**src/rtl/tlb_lockdown_pkg.sv**
```systemverilog
package tlb_lockdown_pkg;
   // smallest page offset: every tag is stored from this bit upward
   localparam int MIN_OFS = 10;

   typedef enum logic [1:0] {
      PG_SECT  = 2'd0,
      PG_LARGE = 2'd1,
      PG_SMALL = 2'd2,
      PG_TINY  = 2'd3
   } pg_size_e;

   // page offset width for a size code
   function automatic int unsigned ofs_bits(input logic [1:0] sz);
      case (sz)
         2'd0:    return 20;
         2'd1:    return 16;
         2'd2:    return 12;
         default: return 10;
      endcase
   endfunction

   // permission check: 00 none, 01 read-only, 1x full
   function automatic logic ap_denied(input logic [1:0] ap, input logic wr);
      return (ap == 2'b00) || (ap == 2'b01 && wr);
   endfunction
endpackage

```
**src/rtl/tlb_slot.sv**
```systemverilog
module tlb_slot
   import tlb_lockdown_pkg::*;
#(
   parameter int TW = 22,
   parameter int BW = 22
) (
   input  logic          clk,
   input  logic          rst_n,
   input  logic          wr_en,
   input  logic [TW-1:0] wr_tag,
   input  logic [BW-1:0] wr_base,
   input  logic [1:0]    wr_size,
   input  logic [1:0]    wr_ap,
   input  logic          wr_keep,
   input  logic          kill_soft,
   input  logic          kill_addr,
   input  logic [TW-1:0] kill_tag,
   input  logic [TW-1:0] probe_tag,
   output logic          probe_hit,
   output logic          q_vld,
   output logic          q_keep,
   output logic [1:0]    q_size,
   output logic [1:0]    q_ap,
   output logic [TW-1:0] q_tag,
   output logic [BW-1:0] q_base
);
   logic [TW-1:0] cmp_mask;
   logic          kill_match;

   // only tag bits above the page offset take part in a compare
   assign cmp_mask   = {TW{1'b1}} << (ofs_bits(q_size) - MIN_OFS);
   assign probe_hit  = q_vld && (((probe_tag ^ q_tag) & cmp_mask) == '0);
   assign kill_match = (((kill_tag ^ q_tag) & cmp_mask) == '0);

   always_ff @(posedge clk) begin
      if (!rst_n) begin
         q_vld  <= 1'b0;
         q_keep <= 1'b0;
         q_size <= '0;
         q_ap   <= '0;
         q_tag  <= '0;
         q_base <= '0;
      end else if (wr_en) begin
         q_vld  <= 1'b1;
         q_keep <= wr_keep;
         q_size <= wr_size;
         q_ap   <= wr_ap;
         q_tag  <= wr_tag;
         q_base <= wr_base;
      end else if (kill_soft && !q_keep) begin
         q_vld <= 1'b0;
      end else if (kill_addr && kill_match) begin
         q_vld <= 1'b0;
      end
   end
endmodule

```
**src/rtl/tlb_victim.sv**
```systemverilog
module tlb_victim #(
   parameter int NENT = 16,
   parameter int IW   = 4
) (
   input  logic          clk,
   input  logic          rst_n,
   input  logic          cfg_wr,
   input  logic [IW-1:0] cfg_base,
   input  logic [IW-1:0] cfg_vic,
   input  logic          adv,
   output logic [IW-1:0] base_q,
   output logic [IW-1:0] vic_q
);
   localparam logic [IW-1:0] TOP = IW'(NENT - 1);

   always_ff @(posedge clk) begin
      if (!rst_n) begin
         base_q <= '0;
         vic_q  <= '0;
      end else if (cfg_wr) begin
         base_q <= cfg_base;
         vic_q  <= (cfg_vic < cfg_base) ? cfg_base : cfg_vic;
      end else if (adv) begin
         vic_q <= (vic_q == TOP) ? base_q : vic_q + IW'(1);
      end
   end
endmodule

```
**src/rtl/tlb_lockdown.sv**
```systemverilog
module tlb_lockdown
   import tlb_lockdown_pkg::*;
#(
   parameter  int NENT = 16,
   parameter  int VA_W = 32,
   parameter  int PA_W = 32,
   localparam int IW   = $clog2(NENT)
) (
   input  logic            clk,
   input  logic            rst_n,
   input  logic            lk_req,
   input  logic            lk_write,
   input  logic [VA_W-1:0] lk_va,
   output logic            lk_hit,
   output logic            lk_miss,
   output logic            lk_fault,
   output logic [PA_W-1:0] lk_pa,
   input  logic            ld_en,
   input  logic [VA_W-1:0] ld_va,
   input  logic [PA_W-1:0] ld_pa,
   input  logic [1:0]      ld_size,
   input  logic [1:0]      ld_ap,
   input  logic            ld_keep,
   input  logic            cfg_wr,
   input  logic [IW-1:0]   cfg_base,
   input  logic [IW-1:0]   cfg_victim,
   input  logic            fl_all,
   input  logic            fl_one,
   input  logic [VA_W-1:0] fl_va,
   input  logic [IW-1:0]   rd_idx,
   output logic [VA_W-1:0] rd_cam,
   output logic [PA_W-1:0] rd_ram
);
   localparam int TW = VA_W - MIN_OFS;
   localparam int BW = PA_W - MIN_OFS;

   if (NENT < 2 || NENT > 32 || (NENT & (NENT - 1)) != 0) begin : g_bad_nent
      $error("tlb_lockdown: NENT must be a power of two from 2 to 32");
   end
   if (VA_W < 21 || PA_W < 21) begin : g_bad_width
      $error("tlb_lockdown: address widths must cover a section offset");
   end

   // one command per cycle, in fixed priority
   logic do_fa, do_fo, do_ld;
   assign do_fa = fl_all && !cfg_wr;
   assign do_fo = fl_one && !cfg_wr && !fl_all;
   assign do_ld = ld_en && !cfg_wr && !fl_all && !fl_one;

   logic [IW-1:0] base_q, vic_q;

   tlb_victim #(.NENT(NENT), .IW(IW)) u_vic (
      .clk     (clk),
      .rst_n   (rst_n),
      .cfg_wr  (cfg_wr),
      .cfg_base(cfg_base),
      .cfg_vic (cfg_victim),
      .adv     (do_ld),
      .base_q  (base_q),
      .vic_q   (vic_q)
   );

   logic [NENT-1:0] wr_vec, hit_vec, vld_vec, keep_vec;
   logic [1:0]      s_size [NENT];
   logic [1:0]      s_ap   [NENT];
   logic [TW-1:0]   s_tag  [NENT];
   logic [BW-1:0]   s_base [NENT];

   for (genvar i = 0; i < NENT; i++) begin : g_slot
      assign wr_vec[i] = do_ld && (vic_q == IW'(i));
      tlb_slot #(.TW(TW), .BW(BW)) u_slot (
         .clk      (clk),
         .rst_n    (rst_n),
         .wr_en    (wr_vec[i]),
         .wr_tag   (ld_va[VA_W-1:MIN_OFS]),
         .wr_base  (ld_pa[PA_W-1:MIN_OFS]),
         .wr_size  (ld_size),
         .wr_ap    (ld_ap),
         .wr_keep  (ld_keep),
         .kill_soft(do_fa),
         .kill_addr(do_fo),
         .kill_tag (fl_va[VA_W-1:MIN_OFS]),
         .probe_tag(lk_va[VA_W-1:MIN_OFS]),
         .probe_hit(hit_vec[i]),
         .q_vld    (vld_vec[i]),
         .q_keep   (keep_vec[i]),
         .q_size   (s_size[i]),
         .q_ap     (s_ap[i]),
         .q_tag    (s_tag[i]),
         .q_base   (s_base[i])
      );
   end

   // lowest index wins among multiple hits
   logic [IW-1:0] sel;
   always_comb begin
      sel = '0;
      for (int i = NENT - 1; i >= 0; i--) begin
         if (hit_vec[i]) sel = IW'(i);
      end
   end

   logic            any_hit;
   logic [PA_W-1:0] lo_mask, full_base;
   assign any_hit   = |hit_vec;
   assign lo_mask   = (PA_W'(1) << ofs_bits(s_size[sel])) - PA_W'(1);
   assign full_base = {s_base[sel], {MIN_OFS{1'b0}}};

   assign lk_hit   = lk_req && any_hit;
   assign lk_miss  = lk_req && !any_hit;
   assign lk_fault = lk_hit && ap_denied(s_ap[sel], lk_write);
   assign lk_pa    = (full_base & ~lo_mask) | (PA_W'(lk_va) & lo_mask);

   assign rd_cam = {s_tag[rd_idx], 6'b0, s_size[rd_idx], keep_vec[rd_idx], vld_vec[rd_idx]};
   assign rd_ram = {s_base[rd_idx], 8'b0, s_ap[rd_idx]};
endmodule

```
**config.mk**
```make
export PLATFORM = sky130hd
export DESIGN_NAME = tlb_lockdown
export DESIGN_NICKNAME = d
export VERILOG_FILES = /design/src/rtl/tlb_lockdown_pkg.sv /design/src/rtl/tlb_slot.sv /design/src/rtl/tlb_victim.sv /design/src/rtl/tlb_lockdown.sv
export SDC_FILE = /design/constraint.sdc
export NUM_CORES = 2
export LEC_CHECK = 0
export BUFFER_PORTS_ARGS = -buffer_cell sky130_fd_sc_hd__buf_4
export CAP_MARGIN = 20
export CORE_AREA = 2 2 304 306
export CTS_CLUSTER_DIAMETER = 30
export CTS_CLUSTER_SIZE = 25
export DETAILED_ROUTE_END_ITERATION = 8
export DIE_AREA = 0 0 306 308
export GPL_TIMING_DRIVEN = 0
export PLACE_DENSITY_LB_ADDON = 0.08
export SYNTH_ARGS = -nofsm -noshare
export SYNTH_HDL_FRONTEND = slang
export SYNTH_SLANG_ARGS = --single-unit
```
**constraint.sdc**
```tcl
create_clock -name clk -period 6.29 [get_ports clk]
set_input_delay 0.629 -clock clk [delete_from_list [all_inputs] [get_ports clk]]
set_output_delay 0.629 -clock clk [all_outputs]
set_load 0.05 [all_outputs]
```
==> impl_metrics.toml <==
[run_status]
outcome = "finished, violations left"
violations = "negative setup slack"

[clocking]
htreeDepth = 4
numClockSinks = 808
root_buffer = "clkbuf_16"
cts_tree = "built"
cts_buffers = 186
clk_pin_slew_ns = 0.05
clk_latency_ns = 0.79
clockBufferDepth = 3

[global_routing]
grt_busiest_layer = "met2"
use_met3_pct = 21.6
antenna_found_initial = 27
met1_usage_pct = 65.1
grt.overflow.total = 0
grt_max_degree = 17
grt.total_usage_pct = 52.9
grt_util_met2_pct = 74.6
grt_pass1_wl_mm = 351
grt_pass1_vias = 47279

[logic_synthesis]
synthCells = 5772
synthArstFlopShare_pct = 0
synth_area_um2 = 49600
ys_seq_area_share_pct = 32.6
avgSynthCellArea_um2 = 8.60
synth_edf_count = 0
synth_ff_type = "dfxtp_1"
yosys_warnings = 0
synth_cell_types = 66
synth-seq-cells = 808

[timing]
max_freq_mhz = 155
worstMarginPinSlew_ns = 1.35
period_share_pct = 103
finalHoldViolCount = 0
setup_violations = 10
slew_headroom_pct = 8.92
min_period_ns = 6.47
setup_ws_ns = -0.177
fin_hold_ws_ns = 0.131
fin_setup_tns_ns = -0.495
slew_violations = 0
finClkSkew_ns = 0.0557

[hold_path]
hold_depth = 3
hold_start = "cfg_base[3]"
hold_path.class = "input port to flip-flop"
hold_end = "u_vic.base_q[3]"

[power_and_ir_drop]
power-per-cell-area_nw_per_um2 = 282
vdd_ir_drop_max_uv = 277
p_comb_share_pct = 7.7
power.net_switching_uw = 4230
p_seq_share_pct = 30.6
pwr-share-clk_pct = 61.8
power.internal_uw = 12700
p_sw_share_pct = 25.0
p_leak_uw = 0.0200

[place]
routabilityCongestion = 1.11
hpwl_mm = 190
pre_cts_slack_ns = -0.907
port_buffers = 103

[floorplan]
die_h_um = 308
boundaryPins = 252
chipWidth_um = 306
coreArea_um2 = 91000
num_rows = 111
initial_core_util_pct = 54.6
dieArea_um2 = 94200

[setup_path]
r2r_cells = 8
critical_path_class = "flip-flop to output pin"
path_cells = "xnor2_1, nand4_1, nor4_4, nand4_1, and4b_1, o21bai_2, and2b_1, buf_4, buf_6, buf_4, buf_4, mux2i_1, a21oi_1, a21oi_1, o21ai_4, mux2_1, buf_4"
required_ns = 5.66
worst_setup_path_end_kind = "output pin"
crit_fanout = 10
reg2reg_to = "g_slot[7].u_slot.q_tag[21]"
arrival_ns = 5.84
rrSetupSlack_ns = 2.11
max_stage_delay_ns = 0.45
rr_startpoint = "u_vic.vic_q[0]"
path_common_cell = "buf_4"
startpoint_type = "flip-flop"
cp_slowest_cell = "xnor2_1"

[route]
wl_mm = 257
antenna_left = 0
drcViolationCount = 0
wl_per_cell_um = 34.2
dr.pass1.iters = 6
routed_via_density = 6.73
drt-initial-drc-count = 8241
vias = 50485

[job]
drv_cap = 0

[cells_and_area]
synthToLayoutAreaGrowth_pct = 20.9
final_common_cell = "nand2_1"
final_cell_mix = "1639 x nand2_1, 823 x a21boi_0, 804 x dfxtp_1"
drive_above_1_share_pct = 15.7
final_nets = 6302
fin_util_pct = 66.0
## sequential cells by signal, indices dropped and copies added (netlist names)
signal,cells
g_slot.u_slot.q_base,352
g_slot.u_slot.q_tag,352
g_slot.u_slot.q_ap,32
g_slot.u_slot.q_size,32
g_slot.u_slot.q_keep,16
g_slot.u_slot.q_vld,16
u_vic.base_q,4
u_vic.vic_q,4
## repair_timing
| item | CTS | global route |
|---|---|---|
| gates resized for setup | 40 | 44 |
| setup buffers | 0 | 2 |
| endpoints found under the setup margin | 23 | 22 |
| hold buffers | 0 | 0 |
| pin swaps | 0 | 4 |
## metrics by stage
step | cell area (um^2) | total power (uW) | cells
floorplan | 49700 | 6010 | 5786
global placement | 51900 | 6440 | 7075
detailed placement | 52500 | 6470 | 7113
CTS | 59400 | 16800 | 7457
global route | 60000 | 17100 | 7483
finish | 60000 | 16900 | 7496
## worst max path at each step
stage / endpoint / depth (start not counted) / start / slack (ns)
floorplan: lk_pa[13] / 17 / lk_va[22] / 1.04
global placement: lk_pa[12] / 15 / lk_va[23] / -2.02
detailed placement: lk_pa[11] / 19 / lk_va[22] / -0.91
CTS: lk_pa[22] / 16 / g_slot[11].u_slot.q_tag[18] / 0.0004
global route: lk_pa[23] / 16 / g_slot[5].u_slot.q_tag[13] / -0.01
finish: lk_pa[10] / 17 / g_slot[14].u_slot.q_tag[19] / -0.18
## cell usage after synthesis (11+ instances only)
master / number / area (um^2)
nand2_1: 1639 / 6150
a21boi_0: 823 / 6180
dfxtp_1: 808 / 16200
xnor2_1: 519 / 4550
clkbuf_1: 442 / 1660
mux4_2: 250 / 5630
xor2_1: 185 / 1620
mux2i_1: 147 / 1470
nand4_1: 144 / 901
nor2_1: 100 / 375
mux2_2: 89 / 1000
a21oi_1: 86 / 430
o21ai_0: 72 / 360
nor4_1: 70 / 438
buf_2: 51 / 255
nand3_1: 50 / 250
buf_4: 47 / 353
a211oi_1: 43 / 323
buf_1: 34 / 128
o211ai_1: 31 / 233
inv_1: 13 / 48.8
and3_1: 11 / 68.8
## critical path: cells and delay by family (launching register included)
kind | cells | cell delay, ns
AOI/OAI and AO/OA | 4 | 1.00
xor gates and xnor gates | 1 | 0.45
buffers and inverters | 5 | 1.23
DFF | 1 | 0.41
muxes | 2 | 0.48
and+or+nand+nor | 5 | 1.42
## power groups by stage
stage          Combinational, uW  Sequential [uW]  Clock, uW
6_report                    1300             5180      10500
3_5_place_dp                1200             5270          0
4_1_cts                     1210             5180      10400
3_3_place_gp                1170             5270          0
2_1_floorplan                753             5260          0
5_1_grt                     1310             5170      10600
## final cells by class
type / instances / area [um^2]
Inverter: 13 / 48.8
Tap cell: 1186 / 1480
Clock buffer: 250 / 5340
Antenna cell: 13 / 32.5
Buffer: 581 / 2550
Fill cell: 7561 / 31000
Timing Repair Buffer: 168 / 1660
Clock inverter: 94 / 1460
Sequential cell: 808 / 16200
Multi-Input combinational cell: 4383 / 31300
## logic make-up after synthesis
group	after synthesis	share of synthesized area, %
adder cells (fa/ha/maj)	8	0.202
other	2	0.0151
multiplexers	495	16.6
XOR/XNOR	704	12.4
flip-flops	808	32.6
AND/OR/NAND/NOR	2056	17.1
AO/OA/AOI/OAI	1104	16.0
buffers and inverters	595	5.11
## routing by layer
metal,vias up,routed length [um]
li1,20524,-
met1,24196,91300
met2,4518,102000
met3,1215,40000
met4,32,22900
met5,-,195
No activity file was read; power rests on OpenSTA's default activity.
